==> config.mk <==
export PLATFORM = sky130hd
export DESIGN_NAME = erase_sel_reg
export DESIGN_NICKNAME = d
export VERILOG_FILES = /design/src/rtl/esr_pkg.sv /design/src/rtl/esr_guard.sv /design/src/rtl/esr_store.sv /design/src/rtl/esr_readback.sv /design/src/rtl/erase_sel_reg.sv
export SDC_FILE = /design/constraint.sdc
export NUM_CORES = 1
export LEC_CHECK = 0
export BUFFER_PORTS_ARGS = -buffer_cell sky130_fd_sc_hd__buf_2
export CAP_MARGIN = 20
export CORE_ASPECT_RATIO = 0.75
export CORE_MARGIN = 2
export CORE_UTILIZATION = 47
export DETAILED_ROUTE_END_ITERATION = 10
export PLACE_DENSITY = 0.83
export SYNTH_ARGS = -nofsm -noshare
export SYNTH_HDL_FRONTEND = slang
export SYNTH_SLANG_ARGS = --single-unit
==> constraint.sdc <==
create_clock -name clk -period 1.2 [get_ports clk]
set_clock_uncertainty 0.15 [all_clocks]
set_input_delay 0.12 -clock clk [delete_from_list [all_inputs] [get_ports clk]]
set_output_delay 0.12 -clock clk [all_outputs]
set_load 0.02 [all_outputs]
==> src/rtl/esr_pkg.sv <==
package esr_pkg;
  localparam int unsigned MODE_WR_A = 5;
  localparam int unsigned MODE_WR_B = 7;

  typedef enum logic [1:0] {
    V_IDLE    = 2'd0,
    V_ACCEPT  = 2'd1,
    V_REJECT  = 2'd2,
    V_BLOCKED = 2'd3
  } wr_verdict_t;
endpackage

==> src/rtl/esr_guard.sv <==
module esr_guard
  import esr_pkg::*;
#(
  parameter int unsigned NBLK   = 8,
  parameter int unsigned MODE_W = 3
) (
  input  logic              hw_stby,
  input  logic              sw_stby,
  input  logic              fwe_pin,
  input  logic              swe_bit,
  input  logic [MODE_W-1:0] op_mode,
  input  logic              wr_stb,
  input  logic [NBLK-1:0]   wr_data,
  output logic              force_clr,
  output logic              mode_rw,
  output logic              wr_accept,
  output logic              wr_reject
);
  function automatic int pop_count(input logic [NBLK-1:0] v);
    int n;
    n = 0;
    for (int i = 0; i < int'(NBLK); i++) n += int'(v[i]);
    return n;
  endfunction

  function automatic logic mode_writable(input logic [MODE_W-1:0] m);
    return (m == MODE_W'(MODE_WR_A)) || (m == MODE_W'(MODE_WR_B));
  endfunction

  wr_verdict_t verdict;

  always_comb begin
    force_clr = hw_stby | sw_stby | ~fwe_pin | ~swe_bit;
    mode_rw   = mode_writable(op_mode);
    if (!wr_stb)                    verdict = V_IDLE;
    else if (force_clr || !mode_rw) verdict = V_BLOCKED;
    else if (pop_count(wr_data) > 1) verdict = V_REJECT;
    else                             verdict = V_ACCEPT;
    wr_accept = (verdict == V_ACCEPT);
    wr_reject = (verdict == V_REJECT);
  end
endmodule

==> src/rtl/esr_store.sv <==
module esr_store #(
  parameter int unsigned NBLK = 8
) (
  input  logic            clk,
  input  logic            rst_n,
  input  logic            force_clr,
  input  logic            wr_accept,
  input  logic            wr_reject,
  input  logic            err_ack,
  input  logic [NBLK-1:0] wr_data,
  output logic [NBLK-1:0] sel_q,
  output logic            err_q
);
  always_ff @(posedge clk or negedge rst_n) begin
    if (!rst_n) begin
      sel_q <= '0;
      err_q <= 1'b0;
    end else if (force_clr) begin
      sel_q <= '0;
      err_q <= 1'b0;
    end else begin
      if (wr_accept) sel_q <= wr_data;
      if (wr_reject)    err_q <= 1'b1;
      else if (err_ack) err_q <= 1'b0;
    end
  end

  a_r6_write_lands: assert property (@(posedge clk) disable iff (!rst_n)
    wr_accept && !force_clr |=> sel_q == $past(wr_data));
  a_r7_reject_holds: assert property (@(posedge clk) disable iff (!rst_n)
    wr_reject && !force_clr |=> $stable(sel_q) && err_q);
  a_r2_clear_wins: assert property (@(posedge clk) disable iff (!rst_n)
    force_clr |=> sel_q == '0 && !err_q);
  a_r7_single_sel: assert property (@(posedge clk) disable iff (!rst_n)
    $onehot0(sel_q));
endmodule

==> src/rtl/esr_readback.sv <==
module esr_readback #(
  parameter int unsigned NBLK = 8
) (
  input  logic            clk,
  input  logic            rst_n,
  input  logic            rd_stb,
  input  logic            mode_rw,
  input  logic [NBLK-1:0] sel_q,
  output logic [NBLK-1:0] rd_data
);
  always_ff @(posedge clk or negedge rst_n) begin
    if (!rst_n)                 rd_data <= '0;
    else if (rd_stb && mode_rw) rd_data <= sel_q;
    else                        rd_data <= '0;
  end

  a_r9_read_value: assert property (@(posedge clk) disable iff (!rst_n)
    rd_stb && mode_rw |=> rd_data == $past(sel_q));
  a_r5_ro_reads_zero: assert property (@(posedge clk) disable iff (!rst_n)
    !(rd_stb && mode_rw) |=> rd_data == '0);
endmodule

==> src/rtl/erase_sel_reg.sv <==
module erase_sel_reg #(
  parameter int unsigned NBLK   = 8,
  parameter int unsigned MODE_W = 3
) (
  input  logic              clk,
  input  logic              rst_n,
  input  logic              hw_stby,
  input  logic              sw_stby,
  input  logic [MODE_W-1:0] op_mode,
  input  logic              fwe_pin,
  input  logic              swe_bit,
  input  logic              wr_stb,
  input  logic [NBLK-1:0]   wr_data,
  input  logic              rd_stb,
  input  logic              err_ack,
  output logic [NBLK-1:0]   rd_data,
  output logic [NBLK-1:0]   erase_sel,
  output logic              multi_err
);
  logic            force_clr;
  logic            mode_rw;
  logic            wr_accept;
  logic            wr_reject;
  logic [NBLK-1:0] sel_q;

  esr_guard #(.NBLK(NBLK), .MODE_W(MODE_W)) u_guard (
    .hw_stby(hw_stby), .sw_stby(sw_stby), .fwe_pin(fwe_pin),
    .swe_bit(swe_bit), .op_mode(op_mode), .wr_stb(wr_stb),
    .wr_data(wr_data), .force_clr(force_clr), .mode_rw(mode_rw),
    .wr_accept(wr_accept), .wr_reject(wr_reject)
  );

  esr_store #(.NBLK(NBLK)) u_store (
    .clk(clk), .rst_n(rst_n), .force_clr(force_clr),
    .wr_accept(wr_accept), .wr_reject(wr_reject), .err_ack(err_ack),
    .wr_data(wr_data), .sel_q(sel_q), .err_q(multi_err)
  );

  esr_readback #(.NBLK(NBLK)) u_read (
    .clk(clk), .rst_n(rst_n), .rd_stb(rd_stb), .mode_rw(mode_rw),
    .sel_q(sel_q), .rd_data(rd_data)
  );

  assign erase_sel = sel_q & {NBLK{fwe_pin & swe_bit}};

  // the sequencer never sees more than one block.
  a_r10_onehot_out: assert property (@(posedge clk) disable iff (!rst_n)
    $onehot0(erase_sel));
  // the cycle after protection, the output is still zero.
  a_r3_prot_zero: assert property (@(posedge clk) disable iff (!rst_n)
    !fwe_pin || !swe_bit |=> sel_q == '0);
endmodule

==> results by group, run 1 <==
Clock network
  • Clock Tree Root: clkbuf_4
  • TritonCTS clock tree: built
  • Maximum clock path buffer count: 2
  • Sink count of the clock tree: 17
  • Clock buffer count from CTS: 3
  • Clock-pin slew reported for the worst setup and hold paths after clock tree synthesis: roughly 0.090 ns
  • Clock insertion delay at the later pin of the skew report: approximately 0.30 ns
  • Maximum level of the CTS H-tree: 1

Place
  • Port buffer count: 35
  • Routability-driven placement congestion ratio: roughly 0.76
  • Placed instance count: 156
  • Post-detailed-placement half-perimeter wirelength: 1700 um

Setup path
  • Classification of the worst setup path: input port to flip-flop
  • CP Data Required Time: about 1.3 ns
  • Depth of the worst register-to-register path: 3
  • Type of element capturing the critical path: flip-flop
  • CP max stage cell: fa_1
  • Worst path top cell family by delay: adder cells
  • Type of element launching the critical path: input port
  • Buffer and inverter count on the worst path: 4
  • Stage delay of the slowest cell on the critical path: just under 0.5 ns
  • Stages on the worst setup path: 13
  • Crit path DAT: 3.07 ns
  • Worst path cell trace: buf_8 > ha_4 > inv_2 > fa_1 > fa_1 > fa_2 > inv_2 > fa_1 > nor2_1 > a41oi_2 > nor2_4 > buf_12 > mux2i_1
  • Maximum net fanout on the critical path: 8
  • Flop-to-flop setup slack: 0.15 ns
  • Critical Path Most Common Cell: fa_1

Floorplanning
  • Area of the core region: about 1800 um^2
  • Starting density of the core: about half
  • Horizontal extent of the die: roughly 55 um
  • Total number of placement rows: 13
  • Die Y-Extent: 42.6 um
  • Die ar.: around 2400 um^2
  • Top-level port count: 37

Global routing
  • Pin count of the biggest net entering global routing: 18
  • Met3 routing resource usage after global routing: between 4 and 5%
  • Met1 Track Usage GR: between 20% and 30%
  • Met2 capacity usage during global routing: 43.1%
  • Grt peak-use layer: met2
  • Initial antenna violation count: 0
  • Via count of the first global-routing pass: 903
  • Overall Global Routing Usage: between 20% and 30%
  • Wire length of the first global-routing pass: ~4100 um
  • Overflow after GRT: 0

Finish
  • Most frequent standard cell in the layout excluding fill and tap cells: buf_2
  • Number of nets in the layout: between 150 and 200
  • Final Instance Count excl. Fillers: around 170
  • Area growth from synthesis to layout: 61.9%
  • Number of diodes added for antenna fixing: 0
  • Fraction of final layout cells with drive strength greater than 1: approximately half
  • Core occupancy in the finished layout: ~84%
  • Fillcell total: just under 100
  • Leading cell types in the layout, fill and taps excluded: 25 x buf_2, 22 x buf_4, 17 x dfrtp_1, 16 x nand2_1, 9 x buf_6

Job
  • Max Cap Viol: 0

Routing
  • Average wire per standard cell: 14.3 um
  • Number of vias after detailed routing: ~850
  • Residual DRC: 0
  • Routed WL: 2490 um
  • Antenna viol nets, final: 0
  • Vias per cell: a little under 5
  • DRT Pass-1 Iters: 4
  • DR iter-0 viols: 10

Run status
  • Status: finished with violations
  • Violated checks: setup timing

Min path
  • Worst hold stages: 3
  • Min-delay worst type: input port to flip-flop

Synthesis
  • Seq cells post-synth: 17
  • Synthesized netlist cell count: 87
  • Total number of yosys warnings: 0
  • Sequential fraction of the synthesis area: 45.6%
  • Netlist area before placement: between 900 and 1000 um^2
  • Number of different library cells in the post-synthesis netlist: 19
  • Post-Syn Nets: between 100 and 150
  • Post-synthesis average cell area: ~11 um^2

Timing
  • Finish-stage setup viols: 17
  • Part of the cycle the worst path needs: 250%
  • TNS Setup: -16.46 ns
  • Maximum clock frequency: ~330 MHz
  • Final worst setup slack: -1.80 ns
  • Slew margin rel.: between 70% and 80%
  • Slew of the pin with the lowest slew margin: between 0.3 and 0.4 ns
  • Unrepaired setup endpoints after global routing: true
  • Max-slew violation total from the final report: 0
  • Final hold vios: 0
  • Minimum clock period after layout: 3.00 ns

Power and ir drop
  • Peak supply drop: between 0.7 and 0.8 mV
  • Cell area power density: just over 800 nW/um^2
  • Static leakage: 0.781 nW
layout make-up:
type                            instances  area, um^2  share of cell area (%)
Sequential cell                        17         425                    28.2
Clock buffer                            4        26.3                    1.74
Timing Repair Buffer                   62         477                    31.6
Multi-Input combinational cell         59         515                    34.2
Inverter                               10        37.5                    2.49
Tap cell                               22        27.5                    1.82
through the flow:
| step | cell area, um^2 | setup WS, ns | total power, mW | hold WS, ns |
|---|---|---|---|---|
| global placement | 1270 | -2.03 | 0.892 | -0.0976 |
| floorplan | 960 | -1.87 | 0.756 | -0.326 |
| CTS | 1480 | -1.81 | 1.22 | 0.0266 |
| finish | 1510 | -1.80 | 1.24 | 0.00898 |
| global route | 1510 | -1.92 | 1.29 | 0.0531 |
| detailed placement | 1270 | -2.13 | 0.908 | -0.0845 |
state kept, by name (all words and copies together), names as in the netlist:
signal and flops:
u_store.err_q 1, u_read.rd_data 8, u_store.sel_q 8
cell usage after synthesis:
master    count  area, um^2
ha_1          3        37.5
and3_2        8        60.1
nand3_1       1        5.00
and3_1        1        6.26
mux2i_1       8        80.1
buf_6         1        11.3
nor3_1        1        5.00
and2_1        8        50.1
nor2_4        1        11.3
nand2b_1      1        6.26
a41oi_1       2        17.5
inv_1        10        37.5
nor2b_1       2        12.5
nand2_2       1        6.26
nor3_4        1        16.3
fa_1          4        80.1
nor2_1        1        3.75
nand2_1      16        60.1
dfrtp_1      17         425
kinds of logic (layout without fill, tap and decap cells):
family | after synthesis | after routing | share of synthesized area, %
compound gates | 2 | 2 | 1.88
fa+ha+maj | 7 | 7 | 12.6
buf+inv | 11 | 76 | 5.24
flops | 17 | 17 | 45.6
mux | 8 | 8 | 8.59
simple gates | 42 | 42 | 26.0
worst paths after layout:
| path | start | endpoint |
|---|---|---|
| setup / recovery | wr_data[1] | u_store.sel_q[5]$_DFFE_PN0P_ |
| hold / removal | wr_stb | u_store.err_q$_DFFE_PN0P_ |
| setup reg to reg | u_store.sel_q[2]$_DFFE_PN0P_ | u_read.rd_data[2]$_DFF_PN0_ |
| hold reg to reg | u_store.sel_q[3]$_DFFE_PN0P_ | u_read.rd_data[3]$_DFF_PN0_ |
| max in group asynchronous | rst_n | u_store.sel_q[3]$_DFFE_PN0P_ |
| min in group asynchronous | rst_n | u_store.sel_q[7]$_DFFE_PN0P_ |
layer usage:
metal,up-vias,wire length (um)
li1,411,-
met1,410,1010
met2,27,1340
met3,6,111
met4,0,31
met5,-,0
worst reg2reg max path: stages (launching register included):
cell and delay (ns):
dfrtp_1 0.41, buf_4 0.14, buf_4 0.13, and2_1 0.13
power breakdown:
| group | leakage (nW) | switching, mW | internal (mW) |
|---|---|---|---|
| registers | 0.238 | 0.000541 | 0.573 |
| logic | 0.528 | 0.173 | 0.173 |
| clock network | 0.0150 | 0.188 | 0.130 |
what timing repair did:
item / 4_1_cts / 5_1_grt
hold buffers: 3 / 0
hold endpoints to repair: 19 / 0
pin swaps: 5 / 0
endpoints found under the setup margin: 17 / 17
gates resized for setup: 27 / 1
setup buffers: 8 / 3
(Power assumes the default switching activity.)
==> inputs of run 2 (changes only) <==
- REMOVE_ABC_BUFFERS: unset -> 1
==> run 2 against run 1 <==
Compared with the run above: the run still ends with setup timing left; power is 0.17% higher; sequential cell count is the same; sequential power about the same; register-to-register slack better by 0.02 ns; worst setup slack lost 0.085 ns; first-iteration DRC count is 40% higher; sequential share of layout area grew 0.26 points; largest cell class unchanged.
==> results by group, run 2 (synthesized netlist as in run 1, its figures left out) <==
Run status
  • Status: finished with violations
  • Violated checks: setup timing

Routing
  • DRT Pass-1 Iters: 4
  • Routed WL: 2410 um
  • Average wire per standard cell: 14.3 um
  • Antenna viol nets, final: 0
  • DR iter-0 viols: 14
  • Residual DRC: 0
  • Vias per cell: a little under 5
  • Number of vias after detailed routing: 833

Clock network
  • Clock buffer count from CTS: 3
  • Sink count of the clock tree: 17
  • TritonCTS clock tree: built
  • Clock insertion delay at the later pin of the skew report: 0.28 ns
  • Maximum level of the CTS H-tree: 1
  • Clock-pin slew reported for the worst setup and hold paths after clock tree synthesis: ~0.09 ns
  • Clock Tree Root: clkbuf_4
  • Maximum clock path buffer count: 2

Floorplanning
  • Die Y-Extent: 42.6 um
  • Total number of placement rows: 13
  • Horizontal extent of the die: about 55 um
  • Die ar.: roughly 2400 um^2
  • Starting density of the core: 51.6%
  • Area of the core region: about 1800 um^2
  • Top-level port count: 37

Setup path
  • Type of element capturing the critical path: flip-flop
  • Crit path DAT: about 3.1 ns
  • Type of element launching the critical path: input port
  • Endpoint of the lowest-slack register-to-register path: u_store.sel_q[1]$_DFFE_PN0P_
  • First element of the critical path: wr_data[1]
  • Classification of the worst setup path: input port to flip-flop
  • Maximum net fanout on the critical path: 8
  • Flop-to-flop setup slack: ~0.17 ns
  • Depth of the worst register-to-register path: 4
  • Critical register-to-register path startpoint: u_store.sel_q[1]$_DFFE_PN0P_
  • CP Data Required Time: around 1.3 ns

Job
  • Max Cap Viol: 0

Global routing
  • Initial antenna violation count: 0
  • Wire length of the first global-routing pass: between 4000 and 5000 um
  • Via count of the first global-routing pass: 872
  • Overall Global Routing Usage: approximately 22%
  • Pin count of the biggest net entering global routing: 18
  • Overflow after GRT: 0

Finish
  • Number of diodes added for antenna fixing: 0
  • Leading cell types in the layout, fill and taps excluded: 25 x buf_2, 17 x dfrtp_1, 16 x nand2_1, 14 x buf_4, 9 x buf_6
  • Core occupancy in the finished layout: between 80% and 90%
  • Fillcell total: 104
  • Top Registers: u_read.rd_data (8), u_store.sel_q (8), u_store.err_q (1)
  • Most frequent standard cell in the layout excluding fill and tap cells: buf_2
  • Area of the multi-input gates: around 530 um^2
  • Area growth from synthesis to layout: 60.4%
  • Fraction of final layout cells with drive strength greater than 1: 51.0%
  • Total area of sequential cells: ~430 um^2
  • Number of nets in the layout: 175
  • Final Instance Count excl. Fillers: between 150 and 200

Timing
  • Slew margin rel.: 75.4%
  • Final hold vios: 0
  • Maximum clock frequency: ~320 MHz
  • Final worst setup slack: -1.88 ns
  • Unrepaired setup endpoints after global routing: true
  • Part of the cycle the worst path needs: 257%
  • Minimum clock period after layout: just over 3 ns
  • Slew of the pin with the lowest slew margin: roughly 0.37 ns
  • Finish-stage setup viols: 17
  • Max-slew violation total from the final report: 0

Power and ir drop
  • PnR Total Power: between 1 and 1.5 mW
  • Static leakage: ~0.75 nW
  • Cell area power density: between 800 and 900 nW/um^2
  • Peak supply drop: between 0.7 and 0.8 mV

Min path
  • Min-delay worst type: input port to flip-flop
  • Launch point of the worst hold path: err_ack
  • Worst hold stages: 4
  • Hold worst-path end: u_store.err_q$_DFFE_PN0P_

Place
  • Port buffer count: 35
  • Routability-driven placement congestion ratio: roughly 0.74
  • Post-detailed-placement half-perimeter wirelength: between 1500 and 2000 um
  • Placed instance count: about 150
## run 2: repair_timing
item                       CTS  global route
setup endpoints to repair   17            17
gates cloned                 0             0
hold buffers                 6             0
pin swaps                    4             0
setup buffers                7             1
resized for setup           36             2
hold endpoints to repair    22             0
## run 2: worst max-delay path by stage
stage	cells past startpoint	endpoint	slack, ns
detailed placement	12	u_store.sel_q[2]$_DFFE_PN0P_	-2.31
global placement	12	u_store.sel_q[0]$_DFFE_PN0P_	-2.15
floorplan	11	u_store.sel_q[0]$_DFFE_PN0P_	-1.94
CTS	13	u_store.sel_q[3]$_DFFE_PN0P_	-1.82
global route	13	u_store.sel_q[3]$_DFFE_PN0P_	-1.95
finish	13	u_store.sel_q[3]$_DFFE_PN0P_	-1.88
## run 2: worst max-delay path, cell delays in order
cell and delay, ns:
buf_6 0.10, ha_4 0.25, inv_2 0.03, fa_1 0.49
fa_1 0.44, fa_2 0.37, inv_2 0.06, fa_2 0.45
nor2_2 0.13, a41oi_2 0.15, nor2_4 0.16, buf_12 0.14
mux2i_2 0.23
## run 2: final cells by class
cell class	instances	share of cell area, %
Sequential cell	17	28.5
Multi-Input combinational cell	59	35.6
Inverter	10	2.51
Clock buffer	4	1.76
Tap cell	22	1.84
Timing Repair Buffer	57	29.9
## run 2: per-stage QoR
| step | hold WS, ns | setup TNS [ns] | setup WS [ns] | cell area, um^2 |
|---|---|---|---|---|
| after CTS | 0.00228 | -16.56 | -1.82 | 1480 |
| after floorplan | -0.326 | -17.35 | -1.94 | 921 |
| after global placement | -0.101 | -19.21 | -2.15 | 1200 |
| after global routing | 0.0490 | -17.76 | -1.95 | 1500 |
| final | 0.0339 | -16.69 | -1.88 | 1500 |
| after detailed placement | -0.0938 | -20.68 | -2.31 | 1200 |
## run 2: layer usage
metal	GRT usage, %	routed length (um)
met5	0	0
met4	5.85	17
met3	2.47	141
met2	42.1	1230
met1	27.6	1020
## run 2: where the power goes
part	internal, mW	total [mW]	switching [mW]	leakage (nW)
clock	0.129	0.297	0.168	0.0150
sequential	0.573	0.574	0.000578	0.238
combinational	0.186	0.368	0.182	0.501
